===== src/rtl/srq_pkg.sv =====
`timescale 1ns/1ps
package srq_pkg;

  typedef enum logic [2:0] {
    ST_IDLE,
    ST_HDR,
    ST_WAIT,
    ST_WDAT,
    ST_MEM,
    ST_GAP,
    ST_RSP
  } srq_state_e;

endpackage


===== src/rtl/srq_rx_deser.sv =====
`timescale 1ns/1ps
module srq_rx_deser #(
  parameter int W = 64
) (
  input  logic         clk,
  input  logic         rst_n,
  input  logic         start_i,
  input  logic         din_i,
  output logic         done_o,
  output logic [W-1:0] word_o
);
  localparam int CNT_W = $clog2(W);
  localparam logic [CNT_W-1:0] LAST = CNT_W'(W - 1);

  logic [W-1:0]     sh_q;
  logic [CNT_W-1:0] cnt_q;
  logic             run_q;
  logic             step;

  assign step   = start_i | run_q;
  assign done_o = step && (cnt_q == LAST);
  assign word_o = {din_i, sh_q[W-1:1]};

  always_ff @(posedge clk) begin
    if (!rst_n) begin
      sh_q  <= '0;
      cnt_q <= '0;
      run_q <= 1'b0;
    end else if (step) begin
      sh_q <= word_o;
      if (cnt_q == LAST) begin
        cnt_q <= '0;
        run_q <= 1'b0;
      end else begin
        cnt_q <= cnt_q + 1'b1;
        run_q <= 1'b1;
      end
    end
  end
endmodule


===== src/rtl/srq_hdr_decode.sv =====
`timescale 1ns/1ps
module srq_hdr_decode #(
  parameter int         W      = 64,
  parameter int         ADDR_W = 40,
  parameter logic [7:0] CMD_WR = 8'h82,
  parameter logic [7:0] CMD_RD = 8'h81
) (
  input  logic [W-1:0]      hdr_i,
  output logic              is_wr_o,
  output logic              is_rd_o,
  output logic              bad_o,
  output logic [ADDR_W-1:0] addr_o
);
  localparam int CMD_LSB = W - 8;
  localparam int RSV_W   = CMD_LSB - ADDR_W;

  function automatic logic [7:0] hdr_cmd(input logic [W-1:0] h);
    return h[W-1:CMD_LSB];
  endfunction

  function automatic logic hdr_rsv_clear(input logic [W-1:0] h);
    return h[CMD_LSB-1:ADDR_W] == {RSV_W{1'b0}};
  endfunction

  logic [7:0] cmd;
  logic       rsv_ok;

  assign cmd     = hdr_cmd(hdr_i);
  assign rsv_ok  = hdr_rsv_clear(hdr_i);
  assign is_wr_o = rsv_ok && (cmd == CMD_WR);
  assign is_rd_o = rsv_ok && (cmd == CMD_RD);
  assign bad_o   = !(is_wr_o || is_rd_o);
  assign addr_o  = hdr_i[ADDR_W-1:0];
endmodule


===== src/rtl/srq_rsp_ser.sv =====
`timescale 1ns/1ps
module srq_rsp_ser #(
  parameter int W = 64
) (
  input  logic         clk,
  input  logic         rst_n,
  input  logic         start_i,
  input  logic         rd_i,
  input  logic [W-1:0] data_i,
  output logic         vld_o,
  output logic         dat_o,
  output logic         busy_o,
  output logic         done_o
);
  localparam int CNT_W = $clog2(W);
  localparam logic [CNT_W-1:0] LAST = CNT_W'(W - 1);

  logic [W-1:0]     sh_q;
  logic [CNT_W-1:0] cnt_q;
  logic             run_q;
  logic             first_q;
  logic             rd_q;

  assign vld_o  = run_q & first_q;
  assign dat_o  = run_q & rd_q & sh_q[0];
  assign busy_o = run_q;
  assign done_o = run_q && (cnt_q == LAST);

  always_ff @(posedge clk) begin
    if (!rst_n) begin
      sh_q    <= '0;
      cnt_q   <= '0;
      run_q   <= 1'b0;
      first_q <= 1'b0;
      rd_q    <= 1'b0;
    end else if (start_i) begin
      sh_q    <= data_i;
      cnt_q   <= '0;
      run_q   <= 1'b1;
      first_q <= 1'b1;
      rd_q    <= rd_i;
    end else if (run_q) begin
      first_q <= 1'b0;
      sh_q    <= sh_q >> 1;
      if (cnt_q == LAST) begin
        run_q <= 1'b0;
        rd_q  <= 1'b0;
      end else begin
        cnt_q <= cnt_q + 1'b1;
      end
    end
  end
endmodule


===== src/rtl/srq_target_bridge.sv =====
`timescale 1ns/1ps
module srq_target_bridge #(
  parameter int         WORD_W  = 64,
  parameter int         ADDR_W  = 40,
  parameter logic [7:0] CMD_WR  = 8'h82,
  parameter logic [7:0] CMD_RD  = 8'h81,
  parameter int         RSP_GAP = 3
) (
  input  logic              clk,
  input  logic              rst_n,
  input  logic              req_vld_i,
  input  logic              req_dat_i,
  output logic              mem_req_o,
  output logic              mem_we_o,
  output logic [ADDR_W-1:0] mem_addr_o,
  output logic [WORD_W-1:0] mem_wdata_o,
  input  logic              mem_rdy_i,
  input  logic [WORD_W-1:0] mem_rdata_i,
  output logic              rsp_vld_o,
  output logic              rsp_dat_o,
  output logic              err_o
);
  import srq_pkg::*;

  localparam int LAT_W = $clog2(RSP_GAP + 1);
  localparam logic [LAT_W-1:0] LAT_MAX = LAT_W'(RSP_GAP);
  localparam logic [LAT_W-1:0] LAT_GO  = LAT_W'(RSP_GAP - 1);

  srq_state_e        state_q, state_d;
  logic [ADDR_W-1:0] addr_q;
  logic              we_q;
  logic [WORD_W-1:0] wdata_q;
  logic [WORD_W-1:0] rdata_q;
  logic              err_q;
  logic [LAT_W-1:0]  lat_q;

  // Named internal events, also observed by the bound checker
  logic              deser_start;
  logic              deser_done;
  logic [WORD_W-1:0] deser_word;
  logic              dec_wr, dec_rd, dec_bad;
  logic [ADDR_W-1:0] dec_addr;
  logic              hdr_done;
  logic              hdr_bad_evt;
  logic              req_last;
  logic              mem_fire;
  logic              gap_ok;
  logic              rsp_start;
  logic              rsp_busy;
  logic              rsp_done;

  assign deser_start = req_vld_i && !rsp_busy &&
                       (state_q == ST_IDLE || state_q == ST_WAIT);

  srq_rx_deser #(.W(WORD_W)) u_rx (
    .clk     (clk),
    .rst_n   (rst_n),
    .start_i (deser_start),
    .din_i   (req_dat_i),
    .done_o  (deser_done),
    .word_o  (deser_word)
  );

  srq_hdr_decode #(
    .W      (WORD_W),
    .ADDR_W (ADDR_W),
    .CMD_WR (CMD_WR),
    .CMD_RD (CMD_RD)
  ) u_dec (
    .hdr_i   (deser_word),
    .is_wr_o (dec_wr),
    .is_rd_o (dec_rd),
    .bad_o   (dec_bad),
    .addr_o  (dec_addr)
  );

  assign hdr_done    = (state_q == ST_HDR) && deser_done;
  assign hdr_bad_evt = hdr_done && dec_bad;
  assign req_last    = (hdr_done && dec_rd) || ((state_q == ST_WDAT) && deser_done);
  assign mem_fire    = (state_q == ST_MEM) && mem_rdy_i;
  assign gap_ok      = lat_q >= LAT_GO;
  assign rsp_start   = (state_q == ST_GAP) && gap_ok;

  srq_rsp_ser #(.W(WORD_W)) u_tx (
    .clk     (clk),
    .rst_n   (rst_n),
    .start_i (rsp_start),
    .rd_i    (!we_q),
    .data_i  (rdata_q),
    .vld_o   (rsp_vld_o),
    .dat_o   (rsp_dat_o),
    .busy_o  (rsp_busy),
    .done_o  (rsp_done)
  );

  always_comb begin
    state_d = state_q;
    unique case (state_q)
      ST_IDLE: if (deser_start) state_d = ST_HDR;
      ST_HDR: begin
        if (hdr_done) begin
          if (dec_wr)      state_d = ST_WAIT;
          else if (dec_rd) state_d = ST_MEM;
          else             state_d = ST_IDLE;
        end
      end
      ST_WAIT: if (deser_start) state_d = ST_WDAT;
      ST_WDAT: if (deser_done) state_d = ST_MEM;
      ST_MEM:  if (mem_rdy_i) state_d = ST_GAP;
      ST_GAP:  if (gap_ok) state_d = ST_RSP;
      ST_RSP:  if (rsp_done) state_d = ST_IDLE;
      default: state_d = ST_IDLE;
    endcase
  end

  always_ff @(posedge clk) begin
    if (!rst_n) begin
      state_q <= ST_IDLE;
      addr_q  <= '0;
      we_q    <= 1'b0;
      wdata_q <= '0;
      rdata_q <= '0;
      err_q   <= 1'b0;
      lat_q   <= LAT_MAX;
    end else begin
      state_q <= state_d;
      if (hdr_done && !dec_bad) begin
        addr_q <= dec_addr;
        we_q   <= dec_wr;
      end
      if ((state_q == ST_WDAT) && deser_done) wdata_q <= deser_word;
      if (mem_fire && !we_q) rdata_q <= mem_rdata_i;
      if (hdr_bad_evt) err_q <= 1'b1;
      if (req_last)             lat_q <= LAT_W'(1);
      else if (lat_q != LAT_MAX) lat_q <= lat_q + 1'b1;
    end
  end

  assign mem_req_o   = (state_q == ST_MEM);
  assign mem_we_o    = we_q;
  assign mem_addr_o  = addr_q;
  assign mem_wdata_o = wdata_q;
  assign err_o       = err_q;
endmodule


===== config.mk =====
export PLATFORM = sky130hd
export DESIGN_NAME = srq_target_bridge
export DESIGN_NICKNAME = d
export VERILOG_FILES = /design/src/rtl/srq_pkg.sv /design/src/rtl/srq_rx_deser.sv /design/src/rtl/srq_hdr_decode.sv /design/src/rtl/srq_rsp_ser.sv /design/src/rtl/srq_target_bridge.sv
export SDC_FILE = /design/constraint.sdc
export NUM_CORES = 1
export LEC_CHECK = 0
export ABC_AREA = 0
export ABC_CLOCK_PERIOD_IN_PS = 2320
export BUFFER_PORTS_ARGS = -buffer_cell sky130_fd_sc_hd__buf_2
export CAP_MARGIN = 20
export CORE_MARGIN = 5
export CORE_UTILIZATION = 30
export DETAILED_ROUTE_END_ITERATION = 7
export GPL_ROUTABILITY_DRIVEN = 0
export PLACE_DENSITY = 0.49
export SYNTH_ARGS = -nofsm -noshare
export SYNTH_HDL_FRONTEND = slang
export SYNTH_SLANG_ARGS = --single-unit

===== constraint.sdc =====
create_clock -name clk -period 2.32 [get_ports clk]
set_clock_uncertainty 0.2 [all_clocks]
set_input_delay 0 -clock clk [delete_from_list [all_inputs] [get_ports clk]]
set_output_delay 0 -clock clk [all_outputs]
set_load 0.005 [all_outputs]

; ---- Word-level counts from Yosys, hierarchy flattened
; Cells that the tools add are included.
[classes]
addsub = 3
n_lt_le_gt_ge = 1
eq_ne = 18
muxes = 24
n_bitwise = 6
reduce_logical = 30
[op_table]
columns = cell, n
row1 = 2-to-1 mux 64 bit, 2
row2 = 2-to-1 mux 3 bit, 9
row3 = one-hot mux 3 bit (7 select lines), 1
row4 = == test 8 bit (second input constant), 2
row5 = zero test 16 bit, 1
row6 = logical AND 1 bit, 14
row7 = adder 6 x 1 -> 6 bit (second input constant), 2
row8 = == test 6 bit (second input constant), 2
row9 = inequality test 2 bit (second input constant), 5
row10 = == test 3 bit (second input constant), 3
row11 = 2-to-1 mux 1 bit, 9
row12 = AND reduction 7 bit, 1
row13 = == test 3 x 2 -> 1 bit (second input constant), 2
row14 = 2-to-1 mux 6 bit, 1
row15 = inequality test 2 x 1 -> 1 bit (second input constant), 3
row16 = nonzero test 2 bit, 3
row17 = 2-to-1 mux 2 bit, 2
row18 = AND reduction 2 bit, 2
row19 = OR reduction 2 bit, 2
row20 = AND 1 bit, 3
row21 = == test 3 x 1 -> 1 bit (second input constant), 1
row22 = zero test 1 bit, 3
row23 = zero test 3 bit, 1
row24 = logical OR 1 bit, 3
row25 = other kinds (4), 5
[totals]
regBits = 319
in_bits = 69
elab_cells = 98

; ---- Longest topological paths before layout
; Gate-level depths: netlist of the first run.
[logic_depth]
word_depth = 9
ltp_mapped = 9

; ---- Modules after synthesis
; Synthesis of the first run repeated with hierarchy kept, for this count alone.
[unflattened]
hier_cells = 1543
hier_area_um2 = 13449.1
[modules_own_cells]
columns = mod, instances, cells_per_inst, area_per_inst_um2, seq_area_each_um2
row1 = srq_target_bridge, 1, 788, 6915.4, 3503.4
row2 = srq_rsp_ser, 1, 395, 3498.4, 1461.4
row3 = srq_rx_deser, 1, 308, 2650.0, 1401.3
row4 = srq_hdr_decode, 1, 52, 385.4, 0.0

; ---- Worst setup path after synthesis of the first run
; No wires, ideal clock.
[synth_timing]
path_kind = flip-flop to flip-flop
start = register lat_q[0]
end = register u_tx.sh_q[45]
setup_ns = 0.138
arrival_ns = 1.619
required_time_ns = 1.982
setup_slack_ns = 0.364
stages_incl_launch_ff = 9
n_path_buf = 3
period_less_slack_ns = 1.956
path_cell_list = dfxtp_1 -> inv_1 -> ha_1 -> or2_2 -> nand2b_1 -> clkbuf_1 -> buf_2 -> clkbuf_1 -> a211oi_1
[synth_between]
elab_chain_len = 3
word_cells_on_any_way = 4
[synth_rtl]
columns = item, line
row1 = from (decl), srq_target_bridge.sv:35  ; logic [LAT_W-1:0] lat_q;
row2 = from (signal assigned), srq_target_bridge.sv:135  ; else if (lat_q != LAT_MAX) lat_q <= lat_q + 1'b1;
row3 = >= comparator 2 bit *, srq_target_bridge.sv:81  ; assign gap_ok = lat_q >= LAT_GO;
row4 = logical AND 1 bit *, srq_target_bridge.sv:82  ; assign rsp_start = (state_q == ST_GAP) && gap_ok;
row5 = 2-to-1 mux 64 bit / nonzero test 2 bit (equally long branches), -
row6 = to (signal assigned), srq_rsp_ser.sv:37  ; sh_q <= data_i;
row7 = to (signal assigned), srq_rsp_ser.sv:44  ; sh_q <= sh_q >> 1;
row8 = to (decl), srq_rsp_ser.sv:18  ; logic [W-1:0] sh_q;
; Mark *: on every way between the ends. The rest lies on a longest branch, timed or not.
; A chain may end at the register's enable or synchronous reset.

; ---- Worst setup path after layout of the first run
[layout_timing]
start = register u_rx.cnt_q[1]
end = register addr_q[23], in the netlist mem_addr_o[23]
[layout_between]
elab_chain_len = 4
[layout_rtl]
columns = item, line
row1 = from (decl), srq_rx_deser.sv:16  ; logic [CNT_W-1:0] cnt_q;
row2 = from (signal assigned), srq_rx_deser.sv:35  ; cnt_q <= cnt_q + 1'b1;
row3 = == test 6 bit, srq_rx_deser.sv:21  ; assign done_o = step && (cnt_q == LAST);
row4 = logical AND 1 bit, srq_rx_deser.sv:21
row5 = logical AND 1 bit, srq_target_bridge.sv:77  ; assign hdr_done = (state_q == ST_HDR) && deser_done;
row6 = logical AND 1 bit, srq_target_bridge.sv:127  ; if (hdr_done && !dec_bad) begin
row7 = to (signal assigned), srq_target_bridge.sv:128  ; addr_q <= dec_addr;
row8 = to (decl), srq_target_bridge.sv:30  ; logic [ADDR_W-1:0] addr_q;
; Every way passes these cells.

==> flow_summary.html, run 1 <==
<table>
<tr><th>Metric</th><th>Value</th></tr>
<tr><th colspan="2">Setup path</th></tr>
<tr><td>Kind of cell with the highest combined delay on the critical path</td><td>simple AND/OR/NAND/NOR gates</td></tr>
<tr><td>Critical path arrival</td><td>2.37 ns</td></tr>
<tr><td>Startpoint of the worst-slack reg-to-reg timing path</td><td>u_rx.cnt_q[1]</td></tr>
<tr><td>Buf/Inv on CP</td><td>1</td></tr>
<tr><td>Path type of the worst setup path</td><td>flop to flop</td></tr>
<tr><td>Largest stage delay on the critical path</td><td>0.35 ns</td></tr>
<tr><td>Worst Reg2Reg Path Length in Cells</td><td>6</td></tr>
<tr><td>CP Launch Point</td><td>u_rx.cnt_q[1]</td></tr>
<tr><td>Setup crit end kind</td><td>flop</td></tr>
<tr><td>WP depth</td><td>6</td></tr>
<tr><td>Cells along the critical path</td><td>ha_1 &gt; and3_1 &gt; nand3_2 &gt; nor4_4 &gt; buf_12 &gt; mux2i_1</td></tr>
<tr><td>Sort of element at the start of the critical path</td><td>flop</td></tr>
<tr><td>Required time at the endpoint of the critical path</td><td>2.58 ns</td></tr>
<tr><td>End point of the critical path</td><td>mem_addr_o[23]</td></tr>
<tr><td>Maximum net fanout on the critical path</td><td>40</td></tr>
<tr><td>Slowest cell on the critical path</td><td>sky130_fd_sc_hd__dfxtp_1</td></tr>
<tr><td>Reg2reg end</td><td>mem_addr_o[23]</td></tr>
<tr><td>Reg2Reg Setup Slack</td><td>0.21 ns</td></tr>
<tr><th colspan="2">Logic synthesis</th></tr>
<tr><td>Warning count from the yosys run</td><td>0</td></tr>
<tr><td>Most used DFF post-synth</td><td>sky130_fd_sc_hd__dfxtp_1</td></tr>
<tr><td>Portion of the post-synthesis area used by sequential elements</td><td>51.9%</td></tr>
<tr><td>Cell type contributing the most total cell area after synthesis</td><td>sky130_fd_sc_hd__dfxtp_1</td></tr>
<tr><td>Flip-flop and latch count after synthesis</td><td>318</td></tr>
<tr><td>Synthesized netlist net count</td><td>1519</td></tr>
<tr><td>Area of the mapped netlist</td><td>0.0123 mm^2</td></tr>
<tr><td>Gate count of the mapped netlist</td><td>1446</td></tr>
<tr><td>Top area cells in the synthesized netlist</td><td>sky130_fd_sc_hd__dfxtp_1 52%, sky130_fd_sc_hd__nand2_1 14%, sky130_fd_sc_hd__mux2i_1 8.6%</td></tr>
<tr><td>Post-Synthesis Mean Instance Area</td><td>8.48 um^2</td></tr>
<tr><td>Number of synthesized flops with an enable pin</td><td>0</td></tr>
<tr><td>Portion of synthesized cell area occupied by the leading cell type</td><td>51.9%</td></tr>
<tr><td>Fraction of synthesis flops using an asynchronous set or reset pin</td><td>0%</td></tr>
<tr><td>Number of unique standard cell types used by synthesis</td><td>58</td></tr>
<tr><th colspan="2">Finish</th></tr>
<tr><td>Post-synthesis to final-layout area growth</td><td>26.3%</td></tr>
<tr><td>Fraction of layout instances using a drive strength above 1</td><td>16.6%</td></tr>
<tr><td>Total non-filler cell area in the finished layout</td><td>0.0155 mm^2</td></tr>
<tr><td>Final net count</td><td>1720</td></tr>
<tr><td>Layout filler cell count</td><td>4168</td></tr>
<tr><td>Final Util</td><td>38.1%</td></tr>
<tr><th colspan="2">Global routing</th></tr>
<tr><td>All-Layer GR Usage</td><td>13.6%</td></tr>
<tr><td>Via count of the first global-routing pass</td><td>9850</td></tr>
<tr><td>Global-route wire length before repair</td><td>51100 um</td></tr>
<tr><td>Largest net degree at the start of global routing</td><td>82</td></tr>
<tr><td>Initial antenna violation count</td><td>1</td></tr>
<tr><td>Remaining global-route overflow</td><td>0</td></tr>
<tr><th colspan="2">Floorplan</th></tr>
<tr><td>Die Outline Area</td><td>0.0450 mm^2</td></tr>
<tr><td>Y dimension of the die</td><td>212 um</td></tr>
<tr><td>Top-level I/O count</td><td>178</td></tr>
<tr><td>Initial Utilization</td><td>30.2%</td></tr>
<tr><td>Floorplan core area</td><td>0.0406 mm^2</td></tr>
<tr><td>Die width</td><td>212 um</td></tr>
<tr><td>Rows</td><td>74</td></tr>
<tr><th colspan="2">Clock network</th></tr>
<tr><td>Sink count of the clock tree</td><td>318</td></tr>
<tr><td>Clock Pin Slew Worst Setup and Hold Paths</td><td>0.06 ns</td></tr>
<tr><td>CTS H-tree depth</td><td>2</td></tr>
<tr><td>Number of buffers created by CTS</td><td>37</td></tr>
<tr><td>Setup repair bufs after CTS</td><td>0</td></tr>
<tr><td>Max Root-Sink Buffers</td><td>3</td></tr>
<tr><td>Root Driver</td><td>sky130_fd_sc_hd__clkbuf_16</td></tr>
<tr><td>Later-pin clock latency in the skew report</td><td>0.54 ns</td></tr>
<tr><td>Clock tree from TritonCTS</td><td>yes</td></tr>
<tr><th colspan="2">Power</th></tr>
<tr><td>Static leakage</td><td>5.68 nW</td></tr>
<tr><td>Pwr Density</td><td>771 mW/mm^2</td></tr>
<tr><td>Maximum vdd ir drop</td><td>402 uV</td></tr>
<tr><th colspan="2">Route</th></tr>
<tr><td>Routed wire length</td><td>31100 um</td></tr>
<tr><td>DRC violations left</td><td>0</td></tr>
<tr><td>ANT nets after route</td><td>0</td></tr>
<tr><td>Drt first pass iters</td><td>4</td></tr>
<tr><td>Average detailed-routed wire length per instance</td><td>14.1 um</td></tr>
<tr><td>Total via count after detailed routing</td><td>10100</td></tr>
<tr><td>Via density</td><td>4.57</td></tr>
<tr><td>First-iteration detailed-routing DRC count</td><td>467</td></tr>
<tr><th colspan="2">Status</th></tr>
<tr><td>Run status</td><td>complete, no violations</td></tr>
<tr><th colspan="2">STA</th></tr>
<tr><td>Hold violation total from the final report</td><td>0</td></tr>
<tr><td>Clock period minus worst slack</td><td>2.11 ns</td></tr>
<tr><td>Hold WS</td><td>0.0446 ns</td></tr>
<tr><td>RSZ-0062 raised after global routing</td><td>false</td></tr>
<tr><td>Share of the clock period used by the worst path</td><td>90.8%</td></tr>
<tr><td>Max-slew headroom at the worst pin</td><td>46.5%</td></tr>
<tr><td>Final setup viols</td><td>0</td></tr>
<tr><td>Fmax</td><td>474 MHz</td></tr>
<tr><td>Final setup TNS</td><td>0 ns</td></tr>
<tr><td>Actual transition at the worst max-transition pin</td><td>0.803 ns</td></tr>
<tr><td>Final number of max-transition violations</td><td>0</td></tr>
<tr><th colspan="2">Placed design</th></tr>
<tr><td>Post-place instance area</td><td>0.0136 mm^2</td></tr>
<tr><td>Total half-perimeter wirelength after legalization and detailed placement</td><td>19400 um</td></tr>
<tr><td>Number of buffers added on ports</td><td>177</td></tr>
<tr><th colspan="2">Flow run</th></tr>
<tr><td>Max cap viols</td><td>0</td></tr>
<tr><th colspan="2">Hold path</th></tr>
<tr><td>Type of the most critical hold path</td><td>input port to flop</td></tr>
<tr><td>Min-delay src</td><td>mem_rdata_i[63]</td></tr>
</table>
how the worst min path moves through the flow:
| stage | endpoint | slack, ns | cells past startpoint |
|---|---|---|---|
| finish | rdata_q[63] | 0.04 | 4 |
| global route | rdata_q[63] | 0.03 | 4 |
| CTS | rdata_q[63] | 0.002 | 4 |
| detailed placement | rdata_q[14] | 0.04 | 3 |
| global placement | rdata_q[37] | 0.04 | 3 |
| floorplan | rdata_q[63] | -0.06 | 2 |
cell usage in the layout (no fill, tap or decap), types with 10 or more instances in the layout:
| master | count |
|---|---|
| sky130_fd_sc_hd__nand2_1 | 470 |
| sky130_fd_sc_hd__buf_12 | 10 |
| sky130_fd_sc_hd__buf_4 | 19 |
| sky130_fd_sc_hd__a21oi_1 | 199 |
| sky130_fd_sc_hd__clkbuf_1 | 10 |
| sky130_fd_sc_hd__dfxtp_1 | 316 |
| sky130_fd_sc_hd__a211oi_1 | 64 |
| sky130_fd_sc_hd__dlygate4sd3_1 | 69 |
| sky130_fd_sc_hd__mux2i_1 | 105 |
| sky130_fd_sc_hd__nor2_1 | 80 |
| sky130_fd_sc_hd__buf_2 | 176 |
| sky130_fd_sc_hd__clkbuf_16 | 39 |
report_power, final:
part	leakage [nW]	switching (mW)	internal, mW	total (mW)
Combinational	2.54	0.402	0.282	0.684
Sequential	2.56	0.0584	5.52	5.58
Clock	0.577	2.24	3.44	5.68
Total	5.68	2.70	9.25	11.9
cell type report:
| cell class | count | area, um^2 | share of cell area, % |
|---|---|---|---|
| timing repair buffer | 274 | 1910 | 12.4 |
| tap | 532 | 666 | 4.30 |
| clock inverter | 7 | 90.1 | 0.581 |
| antenna | 1 | 2.50 | 0.0161 |
| clock buffer | 54 | 1080 | 6.98 |
| sequential | 318 | 6370 | 41.1 |
| multi-input combinational | 1009 | 5340 | 34.4 |
| inverter | 7 | 33.8 | 0.218 |
layer usage:
layer | global-route usage [%] | vias up | wire length, um
met5 | 0 | - | 0
met2 | 22.1 | 165 | 14100
met3 | 2.79 | 38 | 1460
met4 | 4.18 | 0 | 588
li1 | - | 5245 | -
met1 | 18.4 | 4621 | 15000
sequential cells by signal, indices dropped and copies added, names as in the netlist:
register and count:
err_o 1, lat_q 2, mem_addr_o 40, mem_wdata_o 64, mem_we_o 1, rdata_q 64, state_q 3, u_rx.cnt_q 6
u_rx.run_q 1, u_rx.sh_q 63, u_tx.busy_o 1, u_tx.cnt_q 6, u_tx.first_q 1, u_tx.rd_q 1, u_tx.sh_q 64
cell families after synthesis:
logic type / after synthesis / synth area share (%)
multiplexers: 106 / 8.66
adder cells (fa/ha/maj): 4 / 0.408
flip-flops: 318 / 51.9
buffers and inverters: 119 / 4.81
XOR/XNOR: 8 / 0.633
AND/OR/NAND/NOR: 601 / 19.9
AO/OA/AOI/OAI: 290 / 13.7
synth_stat cells (all sizes together), types with 2 or more instances:
cell type / count
a211oi: 64
a21oi: 199
a31oi: 2
and2: 3
and3: 7
and3b: 3
buf: 43
clkbuf: 61
dfxtp: 318
dlygate4sd1: 7
ha: 4
inv: 6
mux2i: 105
nand2: 470
nand2b: 4
nand3: 6
nand3b: 3
nand4: 2
nor2: 81
nor2b: 2
nor3: 2
nor3b: 2
nor4: 6
nor4b: 2
o211ai: 3
o21ai: 6
o31ai: 4
or2: 3
or4: 2
xnor2: 3
xor2: 5
what timing repair did:
item | CTS | global route
hold buffers | 69 | 0
setup endpoints to repair | 0 | 40
gates resized for setup | 0 | 2
endpoints found under the hold margin | 151 | 0
stage by stage:
stage                     worst slack, ns  power, mW  cells
after global placement              0.177       6.29   2071
after CTS                          0.0673       12.2   2201
after global routing               0.0375       12.5   2201
after floorplan                     0.364       6.09   1446
final                               0.212       11.9   2202
after detailed placement           0.0583       6.30   2071
tightest hold or removal path: stages:
cell and delay (ns):
sky130_fd_sc_hd__dlygate4sd3_1 0.52, sky130_fd_sc_hd__buf_2 0.12, sky130_fd_sc_hd__nand2_1 0.04, sky130_fd_sc_hd__a21oi_1 0.05
Note: power is estimated with default switching activity, not from simulation.
==> inputs of run 2 (changes only) <==
- BUFFER_PORTS_ARGS: -buffer_cell sky130_fd_sc_hd__buf_2 -> not set
- DONT_BUFFER_PORTS: not set -> 1
- PLACE_DENSITY: 0.49 -> 0.46
- REMOVE_ABC_BUFFERS: not set -> 1
- SYNTH_HIERARCHICAL: not set -> 1
==> run 2 against run 1 <==
Against the previous run:
- the run now ends with hold timing, setup timing left
- cell count grew 12%
- first-iteration DRC count grew 18%
- utilization grew 4.1 points
- cell area grew 21%
- sequential share of layout area shrank 7.0 points
- highest routed layer unchanged
==> flow_summary.html, run 2 <==
<table>
<tr><th>Metric</th><th>Value</th></tr>
<tr><th colspan="2">Setup path</th></tr>
<tr><td>Most common cell type on the critical path</td><td>sky130_fd_sc_hd__buf_12</td></tr>
<tr><td>Required time at the endpoint of the critical path</td><td>2.58 ns (about the same)</td></tr>
<tr><td>Critical path arrival</td><td>2.61 ns (+0.24 ns)</td></tr>
<tr><td>Setup crit end kind</td><td>flop</td></tr>
<tr><td>Slowest cell on the critical path</td><td>sky130_fd_sc_hd__or4_4</td></tr>
<tr><td>Kind of cell with the highest combined delay on the critical path</td><td>simple AND/OR/NAND/NOR gates</td></tr>
<tr><td>Sort of element at the start of the critical path</td><td>flop</td></tr>
<tr><td>Largest stage delay on the critical path</td><td>0.54 ns (+0.19 ns)</td></tr>
<tr><td>Cells along the critical path</td><td>or4_4 &gt; a2111o_1 &gt; nor3_4 &gt; buf_12 &gt; buf_12 &gt; mux2i_1</td></tr>
<tr><td>Buf/Inv on CP</td><td>2 (+1)</td></tr>
<tr><td>Maximum net fanout on the critical path</td><td>14 (-65%)</td></tr>
<tr><td>Path type of the worst setup path</td><td>flop to flop</td></tr>
<tr><th colspan="2">Route</th></tr>
<tr><td>Total via count after detailed routing</td><td>11300 (+13%)</td></tr>
<tr><td>Drt first pass iters</td><td>4 (unchanged)</td></tr>
<tr><td>Average detailed-routed wire length per instance</td><td>15.2 um (+7.9%)</td></tr>
<tr><td>ANT nets after route</td><td>0 (unchanged)</td></tr>
<tr><td>Routed wire length</td><td>37600 um (+21%)</td></tr>
<tr><td>First-iteration detailed-routing DRC count</td><td>553 (+18%)</td></tr>
<tr><td>DRC violations left</td><td>0 (unchanged)</td></tr>
<tr><td>Via density</td><td>4.59 (+0.46%)</td></tr>
<tr><th colspan="2">Logic synthesis</th></tr>
<tr><td>Flip-flop and latch count after synthesis</td><td>318 (unchanged)</td></tr>
<tr><td>Portion of synthesized cell area occupied by the leading cell type</td><td>47.3% (-4.6 points)</td></tr>
<tr><td>Cell type contributing the most total cell area after synthesis</td><td>sky130_fd_sc_hd__dfxtp_1</td></tr>
<tr><td>Portion of the post-synthesis area used by sequential elements</td><td>47.3% (-4.6 points)</td></tr>
<tr><td>Warning count from the yosys run</td><td>6 (+6)</td></tr>
<tr><td>Top area cells in the synthesized netlist</td><td>sky130_fd_sc_hd__dfxtp_1 47%, sky130_fd_sc_hd__nand2_1 13%, sky130_fd_sc_hd__mux2i_1 13%</td></tr>
<tr><td>Number of unique standard cell types used by synthesis</td><td>55 (-5.2%)</td></tr>
<tr><td>Post-Synthesis Mean Instance Area</td><td>8.72 um^2 (+2.8%)</td></tr>
<tr><td>Area of the mapped netlist</td><td>0.0134 mm^2 (+9.7%)</td></tr>
<tr><td>Most used DFF post-synth</td><td>sky130_fd_sc_hd__dfxtp_1</td></tr>
<tr><td>Fraction of synthesis flops using an asynchronous set or reset pin</td><td>0% (unchanged)</td></tr>
<tr><td>Gate count of the mapped netlist</td><td>1543 (+6.7%)</td></tr>
<tr><td>Number of synthesized flops with an enable pin</td><td>0 (unchanged)</td></tr>
<tr><td>Synth cell count leaders</td><td>473 x sky130_fd_sc_hd__nand2_1, 318 x sky130_fd_sc_hd__dfxtp_1, 170 x sky130_fd_sc_hd__mux2i_1</td></tr>
<tr><td>Cell with the most instances after synthesis</td><td>sky130_fd_sc_hd__nand2_1</td></tr>
<tr><th colspan="2">STA</th></tr>
<tr><td>Share of the clock period used by the worst path</td><td>101% (+11 points)</td></tr>
<tr><td>Final setup viols</td><td>19 (+19)</td></tr>
<tr><td>Hold violation total from the final report</td><td>177 (+177)</td></tr>
<tr><td>Worst-case setup margin in the final layout</td><td>-0.0322 ns (-0.245 ns)</td></tr>
<tr><td>Actual transition at the worst max-transition pin</td><td>0.952 ns (+0.149 ns)</td></tr>
<tr><td>Final number of max-transition violations</td><td>0 (unchanged)</td></tr>
<tr><td>Fmax</td><td>425 MHz (-10%)</td></tr>
<tr><td>Final setup TNS</td><td>-0.320 ns (-0.320 ns)</td></tr>
<tr><td>Max-slew headroom at the worst pin</td><td>36.6% (-9.9 points)</td></tr>
<tr><td>Clock period minus worst slack</td><td>2.35 ns (+0.245 ns)</td></tr>
<tr><td>RSZ-0062 raised after global routing</td><td>true</td></tr>
<tr><td>Hold WS</td><td>-0.530 ns (-0.575 ns)</td></tr>
<tr><th colspan="2">Clock network</th></tr>
<tr><td>CTS H-tree depth</td><td>2 (unchanged)</td></tr>
<tr><td>Root Driver</td><td>sky130_fd_sc_hd__clkbuf_16</td></tr>
<tr><td>Number of buffers created by CTS</td><td>38 (+2.7%)</td></tr>
<tr><td>Clock Pin Slew Worst Setup and Hold Paths</td><td>0.05 ns (about the same)</td></tr>
<tr><td>Sink count of the clock tree</td><td>318 (unchanged)</td></tr>
<tr><td>Max Root-Sink Buffers</td><td>3 (unchanged)</td></tr>
<tr><td>Later-pin clock latency in the skew report</td><td>0.54 ns (about the same)</td></tr>
<tr><td>Clock tree from TritonCTS</td><td>yes</td></tr>
<tr><th colspan="2">Power</th></tr>
<tr><td>Design internal power</td><td>8.86 mW (-4.2%)</td></tr>
<tr><td>Pwr Density</td><td>603 mW/mm^2 (-22%)</td></tr>
<tr><td>Switching power</td><td>2.41 mW (-11%)</td></tr>
<tr><td>Power share of the combinational group</td><td>3.4% (-2.3 points)</td></tr>
<tr><td>Part of the total power dissipated in sequential elements</td><td>48.6% (+1.9 points)</td></tr>
<tr><td>Overall power after layout</td><td>11.3 mW (-5.6%)</td></tr>
<tr><td>Clock Power Share</td><td>48.0% (+0.4 points)</td></tr>
<tr><td>Maximum vdd ir drop</td><td>402 uV (+0.19%)</td></tr>
<tr><td>Static leakage</td><td>5.78 nW (+1.7%)</td></tr>
<tr><td>Switching share of power</td><td>21.4% (-1.2 points)</td></tr>
<tr><th colspan="2">Placed design</th></tr>
<tr><td>Total half-perimeter wirelength after legalization and detailed placement</td><td>18600 um (-4.1%)</td></tr>
<tr><td>Post-place instance area</td><td>0.0136 mm^2 (about the same)</td></tr>
<tr><td>Number of placed cells counting well taps</td><td>2021 (-2.4%)</td></tr>
<tr><td>Worst slack after detailed placement</td><td>-0.0194 ns (-0.0777 ns)</td></tr>
<tr><td>Number of buffers added on ports</td><td>0 (-100%)</td></tr>
<tr><th colspan="2">Floorplan</th></tr>
<tr><td>Y dimension of the die</td><td>222 um (+4.5%)</td></tr>
<tr><td>Die width</td><td>222 um (+4.5%)</td></tr>
<tr><td>Die Outline Area</td><td>0.0492 mm^2 (+9.2%)</td></tr>
<tr><td>Initial Utilization</td><td>30.3% (+0.17 points)</td></tr>
<tr><td>Top-level I/O count</td><td>178 (unchanged)</td></tr>
<tr><td>Rows</td><td>77 (+4.1%)</td></tr>
<tr><td>Floorplan core area</td><td>0.0443 mm^2 (+9.0%)</td></tr>
<tr><th colspan="2">Finish</th></tr>
<tr><td>Total non-filler cell area in the finished layout</td><td>0.0187 mm^2 (+21%)</td></tr>
<tr><td>Fraction of layout instances using a drive strength above 1</td><td>6.87% (-9.7 points)</td></tr>
<tr><td>Final Util</td><td>42.2% (+4.1 points)</td></tr>
<tr><td>Commonest non-fill, non-tap cell in the layout</td><td>sky130_fd_sc_hd__nand2_1</td></tr>
<tr><td>Register area</td><td>0.00637 mm^2 (about the same)</td></tr>
<tr><td>Combined area of the multi-input logic cells</td><td>0.00611 mm^2 (+15%)</td></tr>
<tr><td>Non-Filler Instances</td><td>2470 (+12%)</td></tr>
<tr><td>Final net count</td><td>1934 (+12%)</td></tr>
<tr><td>Highest-count cells in the layout ignoring fill and taps</td><td>473 x sky130_fd_sc_hd__nand2_1, 375 x sky130_fd_sc_hd__dlygate4sd3_1, 314 x sky130_fd_sc_hd__dfxtp_1</td></tr>
<tr><td>Layout filler cell count</td><td>4364 (+4.7%)</td></tr>
<tr><td>Post-synthesis to final-layout area growth</td><td>39.0%</td></tr>
<tr><td>Number of antenna repair diodes</td><td>0 (-1)</td></tr>
<tr><th colspan="2">Status</th></tr>
<tr><td>Violated checks</td><td>hold timing, setup timing</td></tr>
<tr><td>Run status</td><td>finished, violations left</td></tr>
<tr><th colspan="2">Flow run</th></tr>
<tr><td>Max cap viols</td><td>0 (unchanged)</td></tr>
<tr><th colspan="2">Global routing</th></tr>
<tr><td>Remaining global-route overflow</td><td>0 (unchanged)</td></tr>
<tr><td>Via count of the first global-routing pass</td><td>11300 (+14%)</td></tr>
<tr><td>Global-route wire length before repair</td><td>58800 um (+15%)</td></tr>
<tr><td>All-Layer GR Usage</td><td>14.1% (+0.46 points)</td></tr>
<tr><td>Largest net degree at the start of global routing</td><td>485 (+490%)</td></tr>
<tr><td>Initial antenna violation count</td><td>0 (-1)</td></tr>
<tr><th colspan="2">Hold path</th></tr>
<tr><td>Type of the most critical hold path</td><td>input port to flop</td></tr>
</table>
-- run 2: worst reg2reg max path, delay by kind of cell (launching register included) --
kind	cells	cell delay (ns)
AND/OR/NAND/NOR	2	0.71
AO/OA/AOI/OAI	1	0.46
buffers and inverters	2	0.38
flip-flops	1	0.32
multiplexers	1	0.21
-- run 2: power groups by stage --
stage | sequential, mW | clock (mW) | combinational (mW)
after floorplan | 5.60 | 0 | 0.113
after global placement | 5.60 | 0 | 0.199
after detailed placement | 5.60 | 0 | 0.200
after CTS | 5.48 | 5.65 | 0.378
after global routing | 5.48 | 5.86 | 0.417
final | 5.48 | 5.41 | 0.384
-- run 2: kinds of logic after synthesis --
group	Yosys count	synth area share, %
flip-flops	318	47.3
adder cells (fa/ha/maj)	4	0.372
AND/OR/NAND/NOR	658	21.5
XOR/XNOR	4	0.261
multiplexers	170	12.7
buffers and inverters	163	7.66
AO/OA/AOI/OAI	226	10.2
-- run 2: layout make-up --
| type | instances | area share, % |
|---|---|---|
| clock buffers | 53 | 5.71 |
| clock inverters | 4 | 0.141 |
| inverters | 5 | 0.100 |
| multi-input cells | 1062 | 32.7 |
| flip-flops and latches | 318 | 34.1 |
| well taps | 592 | 3.96 |
| repair buffers | 436 | 23.3 |
-- run 2: layer usage --
layer	up-vias	track usage [%]	share of wire [%]
met1	5372	17.0	44
met3	63	4.81	6.5
li1	5715	-	-
met2	196	23.8	47
met5	-	0	0
met4	0	4.47	2.5
-- run 2: path summary, 6_finish.rpt --
path,startpoint,end,slack [ns],depth (start not counted)
max,u_rx/sh_q[48],mem_addr_o[33],-0.03,6
min,rst_n,u_rx/sh_q[4],-0.53,1
max reg2reg,u_rx/sh_q[48],mem_addr_o[33],-0.03,6
min reg2reg,u_rx/sh_q[1],mem_wdata_o[0],0.28,2
-- run 2: repair_timing --
item	4_1_cts	5_1_grt
resized for setup	3	13
hold buffers	366	9
gates cloned	0	5
hold endpoints to repair	318	200
pin swaps	0	6
setup endpoints to repair	15	134
setup buffers	0	12
==> inputs of run 3 (changes only) <==
- TNS_END_PERCENT: not set -> 1
==> run 3 against run 2 <==
Against the previous run:
- the flow still finishes with violations (hold timing, setup timing)
- non-clock buffer count is 11 lower
- sequential share of layout area is 0.22 points higher
- cell count is 0.45% lower
- global-route usage stayed put
- utilization is 0.27 points lower
==> flow_summary.html, run 3 (synthesis results as in run 2) <==
<table>
<tr><th>Metric</th><th>Value</th></tr>
<tr><th colspan="2">Finish</th></tr>
<tr><td>Fraction of layout instances using a drive strength above 1</td><td>6.11% (-0.76 points)</td></tr>
<tr><td>Number of antenna repair diodes</td><td>0 (unchanged)</td></tr>
<tr><td>Highest-count cells in the layout ignoring fill and taps</td><td>473 x sky130_fd_sc_hd__nand2_1, 375 x sky130_fd_sc_hd__dlygate4sd3_1, 314 x sky130_fd_sc_hd__dfxtp_1</td></tr>
<tr><td>Final net count</td><td>1923 (-0.57%)</td></tr>
<tr><td>Post-synthesis to final-layout area growth</td><td>38.1%</td></tr>
<tr><td>Non-Filler Instances</td><td>2459 (-0.45%)</td></tr>
<tr><td>Final Util</td><td>41.9% (-0.27 points)</td></tr>
<tr><td>Commonest non-fill, non-tap cell in the layout</td><td>sky130_fd_sc_hd__nand2_1</td></tr>
<tr><th colspan="2">Setup path</th></tr>
<tr><td>End point of the critical path</td><td>mem_addr_o[14]</td></tr>
<tr><td>Reg2Reg Setup Slack</td><td>-0.05 ns (-0.02 ns)</td></tr>
<tr><td>Critical path arrival</td><td>2.61 ns (about the same)</td></tr>
<tr><td>Maximum net fanout on the critical path</td><td>12 (-2)</td></tr>
<tr><td>CP Launch Point</td><td>u_rx/sh_q[48]</td></tr>
<tr><td>Reg2reg end</td><td>mem_addr_o[14]</td></tr>
<tr><td>Setup crit end kind</td><td>flop</td></tr>
<tr><td>Required time at the endpoint of the critical path</td><td>2.56 ns (-0.02 ns)</td></tr>
<tr><td>Worst Reg2Reg Path Length in Cells</td><td>6 (unchanged)</td></tr>
<tr><td>Path type of the worst setup path</td><td>flop to flop</td></tr>
<tr><td>Startpoint of the worst-slack reg-to-reg timing path</td><td>u_rx/sh_q[48]</td></tr>
<tr><td>Sort of element at the start of the critical path</td><td>flop</td></tr>
<tr><th colspan="2">STA</th></tr>
<tr><td>Clock period minus worst slack</td><td>2.37 ns (+0.0157 ns)</td></tr>
<tr><td>Final setup viols</td><td>21 (+2)</td></tr>
<tr><td>Fmax</td><td>422 MHz (-0.66%)</td></tr>
<tr><td>Final number of max-transition violations</td><td>0 (unchanged)</td></tr>
<tr><td>Hold WS</td><td>-0.525 ns (+0.00518 ns)</td></tr>
<tr><td>Max-slew headroom at the worst pin</td><td>35.8% (-0.75 points)</td></tr>
<tr><td>Worst-case setup margin in the final layout</td><td>-0.0479 ns (-0.0157 ns)</td></tr>
<tr><td>RSZ-0062 raised after global routing</td><td>true</td></tr>
<tr><td>Share of the clock period used by the worst path</td><td>102% (+0.68 points)</td></tr>
<tr><td>Actual transition at the worst max-transition pin</td><td>0.963 ns (+0.0113 ns)</td></tr>
<tr><td>Hold violation total from the final report</td><td>176 (-0.56%)</td></tr>
<tr><th colspan="2">Global routing</th></tr>
<tr><td>Initial antenna violation count</td><td>0 (unchanged)</td></tr>
<tr><td>Largest net degree at the start of global routing</td><td>485 (unchanged)</td></tr>
<tr><td>Via count of the first global-routing pass</td><td>11300 (unchanged)</td></tr>
<tr><td>All-Layer GR Usage</td><td>14.1% (unchanged)</td></tr>
<tr><td>Remaining global-route overflow</td><td>0 (unchanged)</td></tr>
<tr><td>Global-route wire length before repair</td><td>58800 um (unchanged)</td></tr>
<tr><th colspan="2">Placed design</th></tr>
<tr><td>Number of buffers added on ports</td><td>0 (unchanged)</td></tr>
<tr><td>Total half-perimeter wirelength after legalization and detailed placement</td><td>18600 um (unchanged)</td></tr>
<tr><td>Number of placed cells counting well taps</td><td>2021 (unchanged)</td></tr>
<tr><th colspan="2">Route</th></tr>
<tr><td>Drt first pass iters</td><td>4 (unchanged)</td></tr>
<tr><td>Total via count after detailed routing</td><td>11200 (-1.2%)</td></tr>
<tr><td>Average detailed-routed wire length per instance</td><td>14.5 um (-4.9%)</td></tr>
<tr><td>Via density</td><td>4.56 (-0.73%)</td></tr>
<tr><td>First-iteration detailed-routing DRC count</td><td>543 (-1.8%)</td></tr>
<tr><td>ANT nets after route</td><td>0 (unchanged)</td></tr>
<tr><td>Routed wire length</td><td>35600 um (-5.3%)</td></tr>
<tr><td>DRC violations left</td><td>0 (unchanged)</td></tr>
<tr><th colspan="2">Floorplan</th></tr>
<tr><td>Die width</td><td>222 um (unchanged)</td></tr>
<tr><td>Y dimension of the die</td><td>222 um (unchanged)</td></tr>
<tr><td>Rows</td><td>77 (unchanged)</td></tr>
<tr><td>Top-level I/O count</td><td>178 (unchanged)</td></tr>
<tr><td>Initial Utilization</td><td>30.3% (unchanged)</td></tr>
<tr><td>Die Outline Area</td><td>0.0492 mm^2 (unchanged)</td></tr>
<tr><td>Floorplan core area</td><td>0.0443 mm^2 (unchanged)</td></tr>
<tr><th colspan="2">Hold path</th></tr>
<tr><td>Type of the most critical hold path</td><td>input port to flop</td></tr>
<tr><td>Number of cells on the worst hold path</td><td>2 (+1)</td></tr>
<tr><th colspan="2">Clock network</th></tr>
<tr><td>Clock Pin Slew Worst Setup and Hold Paths</td><td>0.06 ns (about the same)</td></tr>
<tr><td>Later-pin clock latency in the skew report</td><td>0.53 ns (about the same)</td></tr>
<tr><td>Root Driver</td><td>sky130_fd_sc_hd__clkbuf_16</td></tr>
<tr><td>CTS H-tree depth</td><td>2 (unchanged)</td></tr>
<tr><td>Clock tree from TritonCTS</td><td>yes</td></tr>
<tr><td>Max Root-Sink Buffers</td><td>3 (unchanged)</td></tr>
<tr><td>Number of buffers created by CTS</td><td>38 (unchanged)</td></tr>
<tr><td>Sink count of the clock tree</td><td>318 (unchanged)</td></tr>
<tr><th colspan="2">Flow run</th></tr>
<tr><td>Max cap viols</td><td>0 (unchanged)</td></tr>
<tr><th colspan="2">Power</th></tr>
<tr><td>Pwr Density</td><td>606 mW/mm^2 (+0.60%)</td></tr>
<tr><td>Static leakage</td><td>5.75 nW (-0.62%)</td></tr>
<tr><td>Maximum vdd ir drop</td><td>400 uV (-0.57%)</td></tr>
<tr><td>Overall power after layout</td><td>11.3 mW (about the same)</td></tr>
<tr><th colspan="2">Status</th></tr>
<tr><td>Run status</td><td>finished, violations left</td></tr>
<tr><td>Violated checks</td><td>hold timing, setup timing</td></tr>
</table>
[run 3: cell types whose count changed in the layout (fill, tap and decap cells not counted), sizes merged]
cell,delta
clkbuf,-2
buf,-12
dlymetal6s4s,+3
[run 3: cell type report]
type | instances | area (um^2)
Fill cell | 4371 | 25700
Inverter | 5 | 18.8
Clock buffer | 53 | 1070
Clock inverter | 4 | 26.3
Timing Repair Buffer | 425 | 4260
Sequential cell | 318 | 6370
Multi-Input combinational cell | 1062 | 6090
Tap cell | 592 | 741
[run 3: where the power goes]
group / internal (mW) / switching, mW
sequential: 5.47 / 0.00914
clock: 3.17 / 2.23
combinational: 0.218 / 0.164
total: 8.86 / 2.40
[run 3: how the worst min path moves through the flow]
stage | start | endpoint | slack (ns)
floorplan | rst_n | lat_q[1] | -0.12
global placement | mem_rdata_i[9] | rdata_q[9] | -0.05
detailed placement | mem_rdata_i[44] | rdata_q[44] | -0.05
CTS | rst_n | lat_q[1] | -0.62
global route | rst_n | u_rx/sh_q[23] | -0.60
finish | rst_n | mem_wdata_o[25] | -0.52
[run 3: through the flow]
stage	worst slack (ns)	setup TNS, ns	hold slack, ns	area [um^2]
after global routing	-0.142	-3.08	-0.596	18600
after CTS	0.00459	0	-0.616	18400
after floorplan	-5.44	-1112.62	-0.124	12400
after detailed placement	-0.0194	-0.0471	-0.0473	13600
after global placement	0.0241	0	-0.0509	13600
final	-0.0479	-0.401	-0.525	18600
[run 3: metal layers]
metal / up-vias / track usage (%) / share of wire [%]
met5: - / 0 / 0
met1: 5256 / 17.0 / 44
met3: 61 / 4.81 / 7.1
met4: 0 / 4.47 / 2.4
li1: 5693 / - / -
met2: 203 / 23.8 / 47
[run 3: worst max-delay path, cell delays in order (launching register included)]
cell and delay [ns]:
sky130_fd_sc_hd__dfxtp_2 0.32, sky130_fd_sc_hd__or4_4 0.54, sky130_fd_sc_hd__a2111o_1 0.46, sky130_fd_sc_hd__nor3_4 0.17
sky130_fd_sc_hd__buf_12 0.18, sky130_fd_sc_hd__buf_4 0.15, sky130_fd_sc_hd__mux2i_1 0.23
[run 3: what timing repair did]
action                     CTS  global route
cloned                       0             1
hold buffers               366            12
buffers inserted             0             2
hold endpoints to repair   318           203
setup endpoints to repair   15           134
resized for setup            3            12
pin swaps                    0             4
